**src/rtl/qdac_pkg.sv**
```systemverilog
package qdac_pkg;

   localparam int OP_W = 2;

   typedef enum logic [OP_W-1:0] {
      OP_NOP      = 2'b00,
      OP_LOAD     = 2'b01,
      OP_LOAD_UPD = 2'b10,
      OP_GLOBAL   = 2'b11
   } op_e;

endpackage

```
**src/rtl/qdac_sync.sv**
```systemverilog
module qdac_sync #(
   parameter int              W       = 4,
   parameter int              STAGES  = 2,
   parameter logic [W-1:0]    RST_VAL = '0
) (
   input  logic         clk,
   input  logic         rst_n,
   input  logic [W-1:0] d_i,
   output logic [W-1:0] q_o
);

   generate
      if (STAGES < 2) begin : g_bad_stages
         $error("qdac_sync: STAGES must be at least 2");
      end
   endgenerate

   logic [W-1:0] pipe_q [STAGES];

   generate
      for (genvar s = 0; s < STAGES; s++) begin : g_stage
         always_ff @(posedge clk or negedge rst_n) begin
            if (!rst_n) begin
               pipe_q[s] <= RST_VAL;
            end else begin
               if (s == 0) pipe_q[s] <= d_i;
               else        pipe_q[s] <= pipe_q[(s == 0) ? 0 : s-1];
            end
         end
      end
   endgenerate

   assign q_o = pipe_q[STAGES-1];

endmodule

```
**src/rtl/qdac_shift.sv**
```systemverilog
module qdac_shift #(
   parameter int WORD_W = 12
) (
   input  logic              clk,
   input  logic              rst_n,
   input  logic              sclk_s,
   input  logic              cs_s,
   input  logic              din_s,
   output logic [WORD_W-1:0] word_o,
   output logic              valid_o,
   output logic              dout_o
);

   localparam int CNT_MAX = WORD_W + 1;
   localparam int CNT_W   = $clog2(CNT_MAX + 1);

   generate
      if (WORD_W < 4) begin : g_bad_word
         $error("qdac_shift: WORD_W too small");
      end
   endgenerate

   logic              sclk_d, cs_d;
   logic              sclk_rise, sclk_fall, cs_rise;
   logic [WORD_W-1:0] sr_q;
   logic [CNT_W-1:0]  cnt_q;
   logic              dout_q;

   assign sclk_rise = sclk_s & ~sclk_d;
   assign sclk_fall = ~sclk_s & sclk_d;
   assign cs_rise   = cs_s & ~cs_d;

   always_ff @(posedge clk or negedge rst_n) begin
      if (!rst_n) begin
         sclk_d  <= 1'b0;
         cs_d    <= 1'b1;
         sr_q    <= '0;
         cnt_q   <= '0;
         valid_o <= 1'b0;
         dout_q  <= 1'b0;
      end else begin
         sclk_d  <= sclk_s;
         cs_d    <= cs_s;
         valid_o <= cs_rise && (cnt_q == CNT_W'(WORD_W));
         if (sclk_rise && !cs_s) begin
            sr_q <= {sr_q[WORD_W-2:0], din_s};
            if (cnt_q != CNT_W'(CNT_MAX)) cnt_q <= cnt_q + 1'b1;
         end
         if (cs_rise) cnt_q <= '0;
         if (sclk_fall && !cs_s) dout_q <= sr_q[WORD_W-1];
      end
   end

   assign word_o = sr_q;
   assign dout_o = dout_q;

   // nothing is captured while deselected
   a_r2_hold_deselected: assert property (@(posedge clk) disable iff (!rst_n)
      cs_s |=> $stable(sr_q));
   // a decoded word is only ever presented after select has gone high
   a_r2_valid_after_release: assert property (@(posedge clk) disable iff (!rst_n)
      valid_o |-> cs_s);
   // every release restarts the bit count
   a_r8_count_restart: assert property (@(posedge clk) disable iff (!rst_n)
      cs_rise |=> (cnt_q == '0));
   // the serial output only moves after a falling serial edge
   a_r12_dout_on_fall: assert property (@(posedge clk) disable iff (!rst_n)
      !$stable(dout_q) |-> $past(sclk_fall));

endmodule

```
**src/rtl/qdac_regs.sv**
```systemverilog
module qdac_regs
   import qdac_pkg::*;
#(
   parameter int CHANNELS = 4,
   parameter int DATA_W   = 8,
   parameter int WORD_W   = 12
) (
   input  logic                       clk,
   input  logic                       rst_n,
   input  logic                       clr_n,
   input  logic                       valid_i,
   input  logic [WORD_W-1:0]          word_i,
   input  logic                       load_s,
   output logic [CHANNELS*DATA_W-1:0] dac_o
);

   localparam int CH_W = $clog2(CHANNELS);

   generate
      if (CHANNELS < 2 || (1 << CH_W) != CHANNELS) begin : g_bad_channels
         $error("qdac_regs: CHANNELS must be a power of two, at least 2");
      end
      if (WORD_W != OP_W + CH_W + DATA_W) begin : g_bad_word
         $error("qdac_regs: WORD_W does not match opcode, channel and data fields");
      end
   endgenerate

   logic              bank_rst_n;
   op_e               op;
   logic [CH_W-1:0]   ch;
   logic [DATA_W-1:0] data;
   logic              global_all, upd_all;

   assign bank_rst_n = rst_n & clr_n;
   assign op         = op_e'(word_i[WORD_W-1 -: OP_W]);
   assign ch         = word_i[DATA_W +: CH_W];
   assign data       = word_i[DATA_W-1:0];
   assign global_all = valid_i && (op == OP_GLOBAL) && ch[0];
   assign upd_all    = valid_i && ((op == OP_LOAD_UPD) || ((op == OP_GLOBAL) && !ch[0]));

   logic [DATA_W-1:0] in_q  [CHANNELS];
   logic [DATA_W-1:0] dac_q [CHANNELS];
   logic [DATA_W-1:0] in_nx [CHANNELS];

   generate
      for (genvar i = 0; i < CHANNELS; i++) begin : g_chan
         logic wr_one;
         assign wr_one = valid_i && ((op == OP_LOAD) || (op == OP_LOAD_UPD))
                         && (ch == CH_W'(i));

         always_comb begin
            in_nx[i] = in_q[i];
            if (wr_one || global_all) in_nx[i] = data;
         end

         always_ff @(posedge clk or negedge bank_rst_n) begin
            if (!bank_rst_n) begin
               in_q[i]  <= '0;
               dac_q[i] <= '0;
            end else begin
               in_q[i] <= in_nx[i];
               if (global_all || upd_all || !load_s) dac_q[i] <= in_nx[i];
            end
         end

         assign dac_o[i*DATA_W +: DATA_W] = dac_q[i];

         // a single input load leaves the DAC register alone
         a_r3_load_keeps_dac: assert property (@(posedge clk) disable iff (!rst_n || !clr_n)
            (valid_i && op == OP_LOAD && load_s) |=> $stable(dac_q[i]));
         // the broadcast load reaches both levels
         a_r6_broadcast: assert property (@(posedge clk) disable iff (!rst_n || !clr_n)
            global_all |=> (dac_q[i] == $past(data)) && (in_q[i] == $past(data)));
         // a no-op touches nothing
         a_r7_nop_holds: assert property (@(posedge clk) disable iff (!rst_n || !clr_n)
            (valid_i && op == OP_NOP && load_s) |=> $stable(in_q[i]) && $stable(dac_q[i]));
         // a low strobe copies the staged value
         a_r9_strobe_copy: assert property (@(posedge clk) disable iff (!rst_n || !clr_n)
            (!load_s && !valid_i) |=> (dac_q[i] == $past(in_q[i])));
         // clear holds both levels at zero
         a_r10_clear_zero: assert property (@(posedge clk) disable iff (!rst_n)
            !clr_n |-> (in_q[i] == '0) && (dac_q[i] == '0));
      end
   endgenerate

endmodule

```
**src/rtl/qdac_frontend.sv**
```systemverilog
module qdac_frontend
   import qdac_pkg::*;
#(
   parameter int CHANNELS    = 4,
   parameter int DATA_W      = 8,
   parameter int SYNC_STAGES = 2
) (
   input  logic                       clk,
   input  logic                       rst_n,
   input  logic                       cs_n,
   input  logic                       sclk,
   input  logic                       din,
   input  logic                       load_n,
   input  logic                       clr_n,
   output logic                       dout,
   output logic [CHANNELS*DATA_W-1:0] dac_out
);

   localparam int CH_W   = $clog2(CHANNELS);
   localparam int WORD_W = OP_W + CH_W + DATA_W;

   logic [3:0]        pins_s;
   logic              load_s, cs_s, sclk_s, din_s;
   logic [WORD_W-1:0] word;
   logic              word_valid;

   qdac_sync #(
      .W       (4),
      .STAGES  (SYNC_STAGES),
      .RST_VAL (4'b1100)
   ) i_sync (
      .clk   (clk),
      .rst_n (rst_n),
      .d_i   ({load_n, cs_n, sclk, din}),
      .q_o   (pins_s)
   );

   assign {load_s, cs_s, sclk_s, din_s} = pins_s;

   qdac_shift #(
      .WORD_W (WORD_W)
   ) i_shift (
      .clk     (clk),
      .rst_n   (rst_n),
      .sclk_s  (sclk_s),
      .cs_s    (cs_s),
      .din_s   (din_s),
      .word_o  (word),
      .valid_o (word_valid),
      .dout_o  (dout)
   );

   qdac_regs #(
      .CHANNELS (CHANNELS),
      .DATA_W   (DATA_W),
      .WORD_W   (WORD_W)
   ) i_regs (
      .clk     (clk),
      .rst_n   (rst_n),
      .clr_n   (clr_n),
      .valid_i (word_valid),
      .word_i  (word),
      .load_s  (load_s),
      .dac_o   (dac_out)
   );

endmodule

```
**config.mk**
```make
export PLATFORM = sky130hd
export DESIGN_NAME = qdac_frontend
export DESIGN_NICKNAME = d
export VERILOG_FILES = /design/src/rtl/qdac_pkg.sv /design/src/rtl/qdac_sync.sv /design/src/rtl/qdac_shift.sv /design/src/rtl/qdac_regs.sv /design/src/rtl/qdac_frontend.sv
export SDC_FILE = /design/constraint.sdc
export NUM_CORES = 1
export LEC_CHECK = 0
export BUFFER_PORTS_ARGS = -buffer_cell sky130_fd_sc_hd__buf_2
export CAP_MARGIN = 20
export CORE_MARGIN = 2
export CORE_UTILIZATION = 45
export DETAILED_ROUTE_END_ITERATION = 8
export SETUP_SLACK_MARGIN = 0.02
export SYNTH_ARGS = -nofsm -noshare
export SYNTH_HDL_FRONTEND = slang
export SYNTH_SLANG_ARGS = --single-unit
```
**constraint.sdc**
```tcl
create_clock -name clk -period 5.85 [get_ports clk]
set_input_delay 1.17 -clock clk [delete_from_list [all_inputs] [get_ports clk]]
set_output_delay 1.17 -clock clk [all_outputs]
set_load 0.01 [all_outputs]
```
==> results_dict.tcl, run 1 <==
set metrics [dict create \
    cts_setup_buffers 0 \
    grt_max_degree 65 \
    critPathMaxStageDelay_ns 0.60 \
    clock_latency_ns 0.35 \
    syn_to_final_growth_pct 14.1 \
    first_iter_violations 67 \
    worstMarginPinSlew_ns 0.781 \
    dr.pass1.iters 4 \
    slew_headroom_pct 47.9 \
    maxCapViolations 0 \
    netlist_area_mm2 0.00350 \
    timing.fmax_mhz 461 \
    grt_pass1_wl_um 9720 \
    synth-seq-cells 92 \
    nets 274 \
    die_w_um 92.1 \
    worst_ir_drop_vdd_v 0.000161 \
    synth.top_cells.by_area "dfrtp_1 (62%), mux2_2 (24%), dfstp_2 (3.8%)" \
    fillCellCount 693 \
    drc 0 \
    hpwl_um 3540 \
    path_clk_slew_ns 0.09 \
    final_cell_mix "dfrtp_1 (87), mux2_2 (74), buf_2 (39), clkbuf_8 (9)" \
    ios 40 \
    hold_class "reg -> reg" \
    hold_viol 0 \
    synth.top_cell.area_share_pct 62.3 \
    coreArea_mm2 0.00761 \
    crit_family "buffers and inverters" \
    critPathArrivalTime_ns 2.57 \
    seq_area_mm2 0.00231 \
    vias 1823 \
    globalplace.congestion 0.657 \
    grt_pass1_vias 1844 \
    antenna_found_initial 0 \
    p_per_area_mw_per_mm2 294 \
    worstPathCellList "buf_2 > and2_2 > buf_4" \
    setup_viol 0 \
    syn_area_per_cell_um2 16.3 \
    htree_levels 3 \
    start_util_pct 46.0 \
    required_ns 6.25 \
    yosysTopAreaCell "dfrtp_1" \
    wl_per_cell_um 15.6 \
    maxSlewViolCount 0 \
    fin_util_pct 52.4 \
    cts_tree "yes" \
    whs_ns 0.356 \
    yosysSeqAreaShare_pct 66.0 \
    cp_max_fo 64 \
    crit_buf_inv 2 \
    cts_max_path_buffers 2 \
    antenna_left 0 \
    placedCellCount 353 \
    syn_nets 226 \
    drive_gt1_share_pct 54.3 \
    routed_wl_um 5740 \
    fin_skew_ns 0.00563 \
    overflow 0 \
    final_common_cell "dfrtp_1" \
    syn_inst 214 \
    fin_tns_setup_ns 0 \
    final_cells 369 \
    die_h_um 92.1 \
    die-area_mm2 0.00849 \
    cts.sinks 92 \
    yosysUniqueCellTypes 25 \
    viasPerCell 4.94 \
    status "complete, no violations" \
    holdBufCountCts 0 \
    power_leakage_uw 0.00210 \
    n_antenna_cell 0 \
    rows 32 \
    multi_input_area_mm2 0.00114 \
    synth_warnings 0 \
    rsz0062_at_grt "no" \
    ctsResizeCount 0 \
    portBuffers 39 \
    worst_setup_path_end_kind "async pin" \
    post-route-min-period_ns 2.17 \
    cts_root_buffer "clkbuf_8" \
    critPathSlowestCell "buf_4" \
    cts_inserted_buffers 9 \
    worst-setup-path-type "in -> async" \
    startpoint_type "primary input" \
    track_usage_pct 15.4 \
    min_period_over_period_pct 37.1 \
]
metal layers:
metal,share of wire (%),GRT usage [%],routed length [um],up-vias
li1,-,-,-,849
met1,50,21.8,2900,940
met2,45,22.5,2580,27
met3,2.8,3.04,162,7
met4,1.8,8.21,105,0
met5,0,0,0,-
where the power goes:
| part | switching, uW | total, uW | internal (uW) | leakage [uW] |
|---|---|---|---|---|
| Sequential | 53.5 | 722 | 668 | 0.00123 |
| Clock | 230 | 385 | 156 | 0.0000820 |
| Combinational | 31.8 | 63.8 | 31.9 | 0.000782 |
| Total | 315 | 1170 | 856 | 0.00210 |
cell usage after synthesis (all sizes together):
| cell | number |
|---|---|
| ha | 5 |
| buf | 5 |
| dfrtp | 87 |
| nand3 | 4 |
| mux2 | 75 |
| inv | 4 |
| a21oi | 1 |
| and2 | 1 |
| nor3b | 2 |
| xor2 | 2 |
| xnor2 | 1 |
| dfstp | 5 |
| o21ai | 3 |
| nor2 | 5 |
| nor2b | 2 |
| and4 | 1 |
| a31oi | 2 |
| and3 | 2 |
| o211ai | 2 |
| nand2 | 5 |
per-stage QoR:
step	setup slack [ns]	total power, uW	instance area, um2
3_5_place_dp	3.20	801	3810
4_1_cts	3.60	1190	3990
6_report	3.68	1170	3990
5_1_grt	3.41	1230	3990
2_1_floorplan	2.72	759	3500
3_3_place_gp	3.22	798	3810
cell families after synthesis:
kind of cell | count (synthesis) | share of synthesized area (%)
simple gates | 22 | 3.40
mux | 75 | 24.3
fa+ha+maj | 5 | 1.79
flops | 92 | 66.0
buf+inv | 9 | 1.25
xor+xnor | 3 | 0.752
compound gates | 8 | 2.50
registers in the layout (all words and copies together), names as in the netlist:
signal	flops
i_sync.q_o	4
i_shift.cs_d	1
i_sync.pipe_q	4
i_shift.sclk_d	1
i_shift.cnt_q	4
i_shift.word_o	12
i_shift.dout_o	1
i_regs.in_q	32
i_regs.dac_o	32
i_shift.valid_o	1
worst reg2reg max path: stages, from the launching register on:
cell,delay (ns)
dfrtp_1,0.42
ha_1,0.26
and3_2,0.24
a31oi_4,0.41
mux2_2,0.40
mux2_2,0.26
layout make-up:
type,count,share of cell area (%)
clock buffer,9,3.11
sequential,92,57.9
clock inverter,7,1.26
inverter,4,0.377
tap,102,3.20
multi-input combinational,113,28.7
timing repair buffer,42,5.46
worst paths after layout:
path                       slack [ns]  depth (start not counted)               start                to
max                              3.68                          3               rst_n   i_regs.in_q[11]
min                              0.36                          0    i_sync.pipe_q[5]     i_sync.q_o[1]
max reg2reg                      3.76                          5  i_shift.word_o[11]  i_regs.dac_o[20]
min reg2reg                      0.36                          0    i_sync.pipe_q[5]     i_sync.q_o[1]
max in group clk                 3.76                          5  i_shift.word_o[11]  i_regs.dac_o[20]
min in group asynchronous        0.82                          1               rst_n  i_sync.pipe_q[4]
No activity file was read; power rests on OpenSTA's default activity.
==> run 2, diff against run 1 <==
- ABC_AREA: default -> 1
- clock period: 5.85 -> 2.05 ns (I/O delays scaled with it)
==> run 2 against run 1 <==
Against the previous run: design area increased by 13%; power increased to 3.0 times the previous value; worst hold slack got worse by 0.30 ns; final cell count increased by 59%; via count increased by 55%; sequential share of layout area decreased by 6.5 points; clock skew increased by 0.0065 ns; wire length increased by 40%.
==> results_dict.tcl, run 2 <==
set metrics [dict create \
    final_cells 587 \
    routed_wl_um 8020 \
    die-area_mm2 0.00950 \
    synth.top_cells.by_area "dfrtp_1 (55%), nand2_1 (12%), nand3_1 (9.2%)" \
    setup_viol 0 \
    ios 40 \
    track_usage_pct 18.8 \
    cts_inserted_buffers 9 \
    synth.top_cell.area_share_pct 55.4 \
    worstPathCellList "inv_1 > ha_1 > nor2_8 > nand2_4 > nand2_4 > nand2_1 > nand3_1 > nand2_1" \
    required_ns 2.30 \
    fillCellCount 817 \
    antenna_left 0 \
    placedCellCount 571 \
    dr.pass1.iters 4 \
    crit_buf_inv 1 \
    cts_tree "yes" \
    coreArea_mm2 0.00859 \
    multi_input_area_mm2 0.00135 \
    r2r-end "i_regs.dac_o[15]" \
    post-route-min-period_ns 1.62 \
    start_util_pct 45.8 \
    slew_headroom_pct 66.4 \
    synthArstFlopShare_pct 100 \
    die_w_um 97.5 \
    reg2reg_depth 8 \
    maxSlewViolCount 0 \
    min_period_over_period_pct 79.0 \
    p_per_area_mw_per_mm2 781 \
    dp_slack_ns 0.448 \
    wl_per_cell_um 13.7 \
    timing.fmax_mhz 618 \
    n_antenna_cell 0 \
    rsz0062_at_grt "no" \
    cts_root_buffer "clkbuf_8" \
    path_clk_slew_ns 0.09 \
    final.setup.worst_slack_ns 0.431 \
    whs_ns 0.0516 \
    worst_setup_path_end_kind "flip-flop" \
    synth-seq-cells 92 \
    cp.depth 8 \
    syn_to_final_growth_pct 14.3 \
    overflow 0 \
    startpoint_type "flip-flop" \
    cp-startpoint "i_shift.word_o[10]" \
    endpoint "i_regs.dac_o[15]" \
    worst-setup-path-type "reg -> reg" \
    grt_max_degree 47 \
    synth.most_common_cell "nand2_1" \
    nets 486 \
    synth_edf_count 0 \
    ctsResizeCount 0 \
    cts_setup_buffers 0 \
    synth_warnings 0 \
    holdBufCountCts 0 \
    syn_nets 438 \
    hold_viol 0 \
    antenna_found_initial 0 \
    drive_gt1_share_pct 17.1 \
    seq_area_mm2 0.00231 \
    maxCapViolations 0 \
    globalplace.congestion 0.783 \
    reg2reg_setup_slack_ns 0.43 \
    hold_class "in -> async" \
    synth_common_cells "nand2_1 (123), dfrtp_1 (87), nand3_1 (72)" \
    final_common_cell "nand2_1" \
    yosysUniqueCellTypes 23 \
    syn_area_per_cell_um2 9.23 \
    cts.sinks 92 \
    rows 34 \
    hpwl_um 5390 \
    fin_tns_setup_ns 0 \
    fin_util_pct 52.3 \
    grt_pass1_vias 2882 \
    vias 2825 \
    clock_latency_ns 0.37 \
    viasPerCell 4.81 \
    synthFlopType "dfrtp_1" \
    syn_inst 426 \
    grt_pass1_wl_um 14000 \
    first_iter_violations 176 \
    drc 0 \
    rr_startpoint "i_shift.word_o[10]" \
    worst_ir_drop_vdd_v 0.000350 \
    cts_max_path_buffers 2 \
    die_h_um 97.5 \
    worstMarginPinSlew_ns 0.503 \
    crit_family "simple AND/OR/NAND/NOR gates" \
    fin_skew_ns 0.0122 \
    critPathMaxStageDelay_ns 0.38 \
    portBuffers 39 \
    critPathArrivalTime_ns 1.87 \
    htree_levels 3 \
    yosysSeqAreaShare_pct 58.7 \
    cp_max_fo 9 \
    power_leakage_uw 0.00254 \
    critPathSlowestCell "dfrtp_1" \
    final_cell_mix "nand2_1 (123), dfrtp_1 (87), nand3_1 (72), inv_1 (52), buf_2 (39)" \
    status "complete, no violations" \
    yosysTopAreaCell "dfrtp_1" \
    netlist_area_mm2 0.00393 \
]
-- run 2: cell count changes after synthesis, sizes merged, moves of 3 or more --
cell    previous run  this run
nand2              5       131
mux2              75         0
nand3              4        73
inv                4        54
and2               1        32
o21ai              3        15
buf                5         9
clkbuf             0         3
-- run 2: final cells by class --
class                           instances  share of cell area [%]
Inverter                               54                    4.59
Multi-Input combinational cell        268                    29.9
Tap cell                              108                    3.01
Clock inverter                          6                    1.98
Sequential cell                        92                    51.3
Clock buffer                           10                    2.84
Timing Repair Buffer                   49                    6.29
-- run 2: layer usage --
| layer | wire length [um] | GRT usage (%) | up-vias |
|---|---|---|---|
| met4 | 194 | 6.20 | 0 |
| met5 | 0 | 0 | - |
| met3 | 319 | 5.04 | 15 |
| met1 | 3880 | 26.2 | 1344 |
| li1 | - | - | 1414 |
| met2 | 3620 | 28.6 | 52 |
-- run 2: power breakdown --
group / internal [uW] / switching, uW / leakage, uW / total, uW
registers: 1870 / 37.2 / 0.00124 / 1910
clock network: 690 / 654 / 0.000103 / 1340
logic: 54.6 / 199 / 0.00120 / 254
total: 2620 / 890 / 0.00254 / 3510
-- run 2: worst min path at each step --
stage / slack [ns] / from / endpoint
3_3_place_gp: 0.33 / i_sync.pipe_q[5] / i_sync.q_o[1]
3_5_place_dp: 0.33 / i_sync.pipe_q[5] / i_sync.q_o[1]
6_report: 0.05 / rst_n / i_sync.pipe_q[5]
5_1_grt: 0.07 / rst_n / i_sync.pipe_q[5]
2_1_floorplan: 0.11 / rst_n / i_shift.cnt_q[0]
4_1_cts: 0.06 / rst_n / i_sync.pipe_q[5]
-- run 2: kinds of logic after synthesis --
family | synth area share (%)
adders and majority gates | 1.59
xor gates and xnor gates | 0.223
DFF | 58.7
AOI/OAI and AO/OA | 2.04
buffers and inverters | 7.06
and+or+nand+nor | 30.4
-- run 2: metrics by stage --
step	power [uW]	instance area, um2
2_1_floorplan	2090	3940
3_3_place_gp	2200	4280
4_1_cts	3550	4500
5_1_grt	3660	4500
3_5_place_dp	2210	4280
6_report	3510	4500
